**src/rtl/refwatch_pkg.sv**
```systemverilog
`timescale 1ns/1ps
package refwatch_pkg;
  localparam int unsigned CTRL_ADDR = 0;
  localparam int unsigned PROG_ADDR = 1;
  localparam int unsigned ARM_BIT   = 0;
  localparam int unsigned SEL_BIT   = 1;
endpackage

```
**src/rtl/refwatch_sync.sv**
```systemverilog
`timescale 1ns/1ps
module refwatch_sync #(
  parameter int STAGES = 2
) (
  input  logic clk,
  input  logic rst,
  input  logic async_i,
  output logic rise_o
);
  logic [STAGES-1:0] chain_q;
  logic              prev_q;

  generate
    for (genvar g = 0; g < STAGES; g++) begin : g_stage
      if (g == 0) begin : g_first
        always_ff @(posedge clk) begin
          if (rst) chain_q[g] <= 1'b0;
          else     chain_q[g] <= async_i;
        end
      end else begin : g_next
        always_ff @(posedge clk) begin
          if (rst) chain_q[g] <= 1'b0;
          else     chain_q[g] <= chain_q[g-1];
        end
      end
    end
  endgenerate

  always_ff @(posedge clk) begin
    if (rst) prev_q <= 1'b0;
    else     prev_q <= chain_q[STAGES-1];
  end

  assign rise_o = chain_q[STAGES-1] & ~prev_q;
endmodule

```
**src/rtl/refwatch_timer.sv**
```systemverilog
`timescale 1ns/1ps
module refwatch_timer #(
  parameter int MUL_W     = 4,
  parameter int WIN_SCALE = 4,
  parameter int CNT_W     = 6
) (
  input  logic             clk,
  input  logic             rst,
  input  logic             arm_i,
  input  logic             sel_i,
  input  logic [MUL_W-1:0] mul_i,
  input  logic             rise_i,
  output logic             busy_o,
  output logic [CNT_W-1:0] cnt_o,
  output logic             status_o
);
  logic [MUL_W-1:0] n_eff;
  logic [CNT_W-1:0] last_cnt;
  logic             seen_q;

  always_comb begin
    n_eff    = (mul_i == '0) ? MUL_W'(1) : mul_i;
    last_cnt = CNT_W'(CNT_W'(n_eff) * CNT_W'(WIN_SCALE) - CNT_W'(1));
  end

  always_ff @(posedge clk) begin
    if (rst) begin
      busy_o   <= 1'b0;
      cnt_o    <= '0;
      seen_q   <= 1'b0;
      status_o <= 1'b0;
    end else if (arm_i) begin
      busy_o <= 1'b1;
      cnt_o  <= '0;
      seen_q <= 1'b0;
    end else if (!sel_i) begin
      busy_o   <= 1'b0;
      cnt_o    <= '0;
      seen_q   <= 1'b0;
      status_o <= 1'b0;
    end else if (busy_o) begin
      if (cnt_o == last_cnt) begin
        busy_o   <= 1'b0;
        cnt_o    <= '0;
        seen_q   <= 1'b0;
        status_o <= ~(seen_q | rise_i);
      end else begin
        cnt_o  <= cnt_o + CNT_W'(1);
        seen_q <= seen_q | rise_i;
      end
    end
  end
endmodule

```
**src/rtl/refwatch_regs.sv**
```systemverilog
`timescale 1ns/1ps
module refwatch_regs
  import refwatch_pkg::*;
#(
  parameter int                  DATA_W   = 8,
  parameter int                  MUL_W    = 4,
  parameter logic [DATA_W-1:0]   PROG_RST = 8'h66
) (
  input  logic              clk,
  input  logic              rst,
  input  logic              wr_en_i,
  input  logic              addr_i,
  input  logic [DATA_W-1:0] wr_data_i,
  input  logic              status_i,
  output logic              arm_o,
  output logic              sel_o,
  output logic [MUL_W-1:0]  mul_o,
  output logic [DATA_W-1:0] prog_o,
  output logic [DATA_W-1:0] rd_data_o
);
  logic              ctrl_wr;
  logic              prog_wr;
  logic [DATA_W-1:0] ctrl_view;

  always_comb begin
    ctrl_wr = wr_en_i && (addr_i == 1'(CTRL_ADDR));
    prog_wr = wr_en_i && (addr_i == 1'(PROG_ADDR));
    arm_o   = ctrl_wr && wr_data_i[ARM_BIT] && wr_data_i[SEL_BIT];
    mul_o   = prog_o[DATA_W-1 -: MUL_W];
    ctrl_view          = '0;
    ctrl_view[SEL_BIT] = sel_o;
    ctrl_view[ARM_BIT] = status_i & sel_o;
  end

  always_ff @(posedge clk) begin
    if (rst) begin
      sel_o  <= 1'b0;
      prog_o <= PROG_RST;
    end else begin
      if (ctrl_wr) sel_o  <= wr_data_i[SEL_BIT];
      if (prog_wr) prog_o <= wr_data_i;
    end
  end

  always_ff @(posedge clk) begin
    if (rst)                              rd_data_o <= '0;
    else if (addr_i == 1'(CTRL_ADDR))     rd_data_o <= ctrl_view;
    else                                  rd_data_o <= prog_o;
  end
endmodule

```
**src/rtl/refclk_loss_det.sv**
```systemverilog
`timescale 1ns/1ps
module refclk_loss_det #(
  parameter int         DATA_W      = 8,
  parameter int         MUL_W       = 4,
  parameter int         WIN_SCALE   = 4,
  parameter int         SYNC_STAGES = 2,
  parameter logic [7:0] PROG_RST    = 8'h66
) (
  input  logic              clk,
  input  logic              rst,
  input  logic              ref_clk_i,
  input  logic              wr_en_i,
  input  logic              addr_i,
  input  logic [DATA_W-1:0] wr_data_i,
  output logic [DATA_W-1:0] rd_data_o
);
  localparam int MAX_LEN = ((1 << MUL_W) - 1) * WIN_SCALE;
  localparam int CNT_W   = $clog2(MAX_LEN + 1);

  logic              rise_w;
  logic              arm_w;
  logic              sel_w;
  logic [MUL_W-1:0]  mul_w;
  logic [DATA_W-1:0] prog_w;
  logic              busy_w;
  logic [CNT_W-1:0]  cnt_w;
  logic              status_w;

  refwatch_sync #(.STAGES(SYNC_STAGES)) u_sync (
    .clk     (clk),
    .rst     (rst),
    .async_i (ref_clk_i),
    .rise_o  (rise_w)
  );

  refwatch_regs #(
    .DATA_W   (DATA_W),
    .MUL_W    (MUL_W),
    .PROG_RST (DATA_W'(PROG_RST))
  ) u_regs (
    .clk       (clk),
    .rst       (rst),
    .wr_en_i   (wr_en_i),
    .addr_i    (addr_i),
    .wr_data_i (wr_data_i),
    .status_i  (status_w),
    .arm_o     (arm_w),
    .sel_o     (sel_w),
    .mul_o     (mul_w),
    .prog_o    (prog_w),
    .rd_data_o (rd_data_o)
  );

  refwatch_timer #(
    .MUL_W     (MUL_W),
    .WIN_SCALE (WIN_SCALE),
    .CNT_W     (CNT_W)
  ) u_timer (
    .clk      (clk),
    .rst      (rst),
    .arm_i    (arm_w),
    .sel_i    (sel_w),
    .mul_i    (mul_w),
    .rise_i   (rise_w),
    .busy_o   (busy_w),
    .cnt_o    (cnt_w),
    .status_o (status_w)
  );
endmodule

```
**config.mk**
```make
export PLATFORM = sky130hd
export DESIGN_NAME = refclk_loss_det
export DESIGN_NICKNAME = d
export VERILOG_FILES = /design/src/rtl/refwatch_pkg.sv /design/src/rtl/refwatch_sync.sv /design/src/rtl/refwatch_timer.sv /design/src/rtl/refwatch_regs.sv /design/src/rtl/refclk_loss_det.sv
export SDC_FILE = /design/constraint.sdc
export NUM_CORES = 1
export LEC_CHECK = 0
export BUFFER_PORTS_ARGS = -buffer_cell sky130_fd_sc_hd__buf_2
export CORE_ASPECT_RATIO = 0.7
export CORE_MARGIN = 10
export CORE_UTILIZATION = 48
export CTS_CLUSTER_DIAMETER = 50
export DETAILED_ROUTE_END_ITERATION = 16
export HOLD_SLACK_MARGIN = 0.1
export PLACE_DENSITY = 0.82
export SKIP_CTS_REPAIR_TIMING = 1
export SYNTH_ARGS = -nofsm -noshare
export SYNTH_HDL_FRONTEND = slang
export SYNTH_SLANG_ARGS = --single-unit
```
**constraint.sdc**
```tcl
create_clock -name clk -period 1.8 [get_ports clk]
set_input_delay 0.27 -clock clk [delete_from_list [all_inputs] [get_ports clk]]
set_output_delay 0.27 -clock clk [all_outputs]
set_load 0.1 [all_outputs]
```
; Word-level counts from Yosys, hierarchy flattened
; Cells that the tools add are included.
[totals]
output_inout_bits = 8
ff_bits = 29
in_bits = 13
[classes]
muxes = 11
addsub = 2
eq_ne = 3
n_reduce_logical = 8
n_bitwise = 8
[op_table]
columns = operator, count
row1 = 1-bit 2-to-1 mux, 8
row2 = "6-bit by 1-bit adder with 6-bit output, second input constant", 1
row3 = 6-bit == test, 1
row4 = 6-bit 2-to-1 mux, 1
row5 = "6-bit by 1-bit subtractor with 6-bit output, second input constant", 1
row6 = 1-bit inverter, 5
row7 = 1-bit logical AND, 4
row8 = 4-bit logical NOT, 1
row9 = 4-bit 2-to-1 mux, 1
row10 = "2-bit by 1-bit inequality test with 1-bit output, second input constant", 2
row11 = 3-bit AND reduction, 1
row12 = 3-bit OR reduction, 1
row13 = 1-bit bitwise AND, 2
row14 = 2-bit 2-to-1 mux, 1
row15 = 2-bit OR reduction, 1
row16 = 1-bit bitwise OR, 1

; Longest topological paths before layout
[depth]
depth_word = 8
depth_mapped = 9
depth_no_buf = 9

; Hierarchy
; A second synthesis with hierarchy kept.
[unflattened]
hier_cells = 133
hier_area_um2 = 1296.2
[modules_own_cells]
columns = mod, seq_area_each_um2, cells_each, area_each_um2, n_inst
row1 = refwatch_regs, 340.3, 63, 670.6, 1
row2 = refwatch_timer, 180.2, 63, 538.0, 1
row3 = refwatch_sync, 60.1, 7, 87.6, 1

; Worst setup path after synthesis
; Ideal clock, no wire load.
[synth_path]
path_kind = reg2reg
start = reg u_regs.prog_o[5]
end = reg u_timer.status_o
t_required_ns = 1.726
t_arrival_ns = 1.710
setup_slack_ns = 0.015
stages_incl_launch_ff = 10
path_cell_list = dfxtp_1 > nor3_1 > nor2_1 > ha_1 > xnor2_1 > xnor2_1 > nor2_1 > o21ai_2 > or3_1 > a31oi_1
[synth_via]
elab_chain_cells = 6
[synth_lines]
columns = element, line
row1 = start: declaration, refwatch_regs.sv:18  ; output logic [DATA_W-1:0] prog_o,
row2 = start signal: assignment, refwatch_regs.sv:41  ; if (prog_wr) prog_o <= wr_data_i;
row3 = 4-bit logical NOT, refwatch_timer.sv:22  ; n_eff = (mul_i == '0) ? MUL_W'(1) : mul_i;
row4 = 4-bit 2-to-1 mux *, refwatch_timer.sv:22
row5 = 6-bit by 1-bit subtractor with 6-bit output *, refwatch_timer.sv:23  ; last_cnt = CNT_W'(CNT_W'(n_eff) * CNT_W'(WIN_SCALE) - CNT_W'(1));
row6 = 6-bit == test *, refwatch_timer.sv:42  ; if (cnt_o == last_cnt) begin
row7 = 2-bit by 1-bit inequality test with 1-bit output (no source line) *, n/a
row8 = 3-bit AND reduction (no source line) *, n/a
row9 = end signal: assignment, refwatch_timer.sv:46  ; status_o <= ~(seen_q | rise_i);
row10 = end: declaration, refwatch_timer.sv:15  ; output logic status_o
; Mark *: on every way between the ends. The rest lies on a longest branch, timed or not.
; A chain may end at the register's enable or synchronous reset.

; Worst setup path in the final report
[layout_path]
start = reg u_regs.prog_o[6]
end = reg u_timer.status_o
; Same word-level chain as after synthesis.

==> flow_summary.ini <==
[logic_synthesis]
async_flop_share_pct = 0
yosys_register_bits = 29
synth_top_flop_cell = dfxtp_1
yosys_warnings = 0
synth_compound_area_share_pct = 12.4
muxShareOfSynthArea_pct = 1.71
syn_nets = 144
synth_seq_area_share_pct = 49.7
synth-simple-area-share_pct = 27.6
synth_top_family_by_area = simple AND/OR/NAND/NOR gates
synth_edf_count = 0
synthXorXnorAreaFrac_pct = 4.50
yosys.area_share.adder_pct = 2.14
synthCells = 129
syn-cell-area_mm2 = 0.00117
ys_types = 28
avgSynthCellArea_um2 = 9.06

[drt]
drc = 0
avgRoutedWirePerCell_um = 12.9
wirelength_um = 2470
vias = 978
dr.first_iter.drc_count = 55
dr.pass1.iters = 4
ant_nets = 0
via_per_inst = 5.12

[floorplan]
core_area_mm2 = 0.00222
pin_count = 21
die_w_um = 79.0
dieArea_mm2 = 0.00484
initial_core_util_pct = 52.5
die-height_um = 61.3
rows = 14

[setup_path]
required_ns = 2.06
start_kind = register
crit_path_max_fanout = 3
endpoint_kind = register
arrival_ns = 2.02
crit_type = reg2reg

[sta]
setup_viol = 0
hold_viol = 0
worst_pin_slew_ns = 0.490
rsz0062_at_grt = true
relSlewSlack_pct = 67.6
maxSlewViolCount = 0
layout_min_cycle_time_ns = 1.76
tns_ns = 0
period_share_pct = 98.0
max_freq_ghz = 0.567
postLayoutSetupSlackWorst_ns = 0.0368
fin_skew_ns = 0.00538

[power]
seqPwrFrac_pct = 56.0
swShare_pct = 27.3
max-vdd-ir-drop_mv = 0.609
powerDensity_mw_per_mm2 = 851
intPower_mw = 0.875
p_comb_share_pct = 13.7
p_sw_mw = 0.329
p_total_mw = 1.20
clkPwrFrac_pct = 30.3
p_leak_nw = 0.572

[grt]
grt_overflow = 0
first_global_vias = 921
grtUsageTotal_pct = 11.1
grt_max_degree = 19
grt_pass1_wl_um = 4120
antenna_found_initial = 0

[cells_and_area]
area_growth_pct = 21.1
fillers = 201
n_antenna_cell = 0
finalCoreUtilization_pct = 63.6
drive_gt1_share_pct = 27.0
fin_cells = 191
layout.nets = 173

[placement]
hpwl_um = 1780
io_buffers = 20
dp.cells = 181
place_ws_ns = -0.0592
finalWeightedCongestion = 0.748

[flow_run]
max_cap_viol_count = 0

[clock_network]
cts_buffers = 5
ctsLongestPathBuffers = 2
clock-sinks = 29
path_clk_slew_ns = 0.09
clk-insertion-delay-late_ns = 0.33
cts_root_buf = clkbuf_4
cts_tree = yes
h-tree-depth = 2

[outcome]
run_status = finished, final reports clean

[min_path]
hp-class = in2reg
[worst max-delay path, stage by stage, from the launching register on]
cell	delay [ns]
dfxtp_2	0.33
nor3_2	0.16
nor2_1	0.06
ha_2	0.18
xnor2_2	0.13
xnor2_1	0.14
nor2_2	0.15
o21ai_2	0.10
or3_1	0.33
a31oi_1	0.13
[logic make-up (layout without fill, tap and decap cells)]
family,count (synthesis),after routing
AND/OR/NAND/NOR,62,62
flip-flops,29,29
AO/OA/AOI/OAI,22,22
XOR/XNOR,6,6
buffers and inverters,6,36
adder cells (fa/ha/maj),2,2
multiplexers,2,2
[synth_stat cells (all sizes together), types with 2 or more instances]
cell type,count,area share [%]
a211o,4,3.0
a21oi,11,4.7
and2,6,3.2
and3,4,2.1
clkbuf,5,1.6
dfxtp,29,50
ha,2,2.1
mux2i,2,1.7
nand2,11,3.5
nand2b,3,1.6
nand3,8,3.4
nand3b,2,1.3
nand4,3,1.6
nor2,14,4.5
nor2b,7,3.7
o21ai,2,1.2
o21bai,2,1.3
xnor2,4,3.0
xor2,2,1.5
[area by class of cell]
class | instances | area (µm²) | area share (%)
tap | 32 | 40.0 | 2.83
clock buffer | 8 | 48.8 | 3.45
multi-input combinational | 94 | 587 | 41.5
sequential | 29 | 583 | 41.2
timing repair buffer | 27 | 153 | 10.8
inverter | 1 | 3.75 | 0.265
[layer usage]
metal / up-vias / wire length [µm] / part of all wire [%] / track usage [%]
li1: 501 / - / - / -
met1: 452 / 1110 / 45 / 11.7
met2: 20 / 1150 / 47 / 17.8
met3: 5 / 167 / 6.8 / 6.83
met4: 0 / 43 / 1.7 / 4.83
met5: - / 0 / 0 / 0
[flip-flops by register name, indices dropped and copies added (netlist names)]
register          count
u_regs.prog_o         8
u_regs.rd_data_o      8
u_regs.sel_o          1
u_sync.chain_q        2
u_sync.prev_q         1
u_timer.busy_o        1
u_timer.cnt_o         6
u_timer.seen_q        1
u_timer.status_o      1
[metrics by stage]
step                      area [µm²]  hold slack (ns)
after floorplan                 1170            0.398
after global placement          1330            0.436
after detailed placement        1330            0.448
after CTS                       1380            0.169
after global routing            1420            0.183
final                           1420            0.171
[placed cells by master, fill, tap and decap left out, types with 4 or more instances in the layout]
cell type  count
nor2_1        13
buf_4          7
buf_2         20
and3_1         4
a211o_1        4
a21oi_1       11
and2_1         6
dfxtp_1       27
nor2b_1        7
nand2_1       11
clkbuf_4       5
nand3_1        8
[worst paths after layout]
kind	startpoint	endpoint	slack, ns	depth (start not counted)
min	ref_clk_i	u_sync.chain_q[0]$_SDFF_PP0_	0.17	2
max reg2reg	u_regs.prog_o[6]$_SDFFE_PP1P_	u_timer.status_o$_SDFFE_PP0P_	0.04	9
min reg2reg	u_regs.prog_o[3]$_SDFFE_PP0P_	u_regs.prog_o[3]$_SDFFE_PP0P_	0.46	2
max	u_regs.prog_o[6]$_SDFFE_PP1P_	u_timer.status_o$_SDFFE_PP0P_	0.04	9
[power groups by stage]
stage / Combinational (mW) / Sequential (mW) / Clock [mW]
after floorplan: 0.0598 / 0.742 / 0
after global placement: 0.151 / 0.686 / 0
after detailed placement: 0.155 / 0.688 / 0
after CTS: 0.156 / 0.673 / 0.381
after global routing: 0.178 / 0.676 / 0.405
final: 0.166 / 0.674 / 0.365
Power figures use the tool's default switching activity.
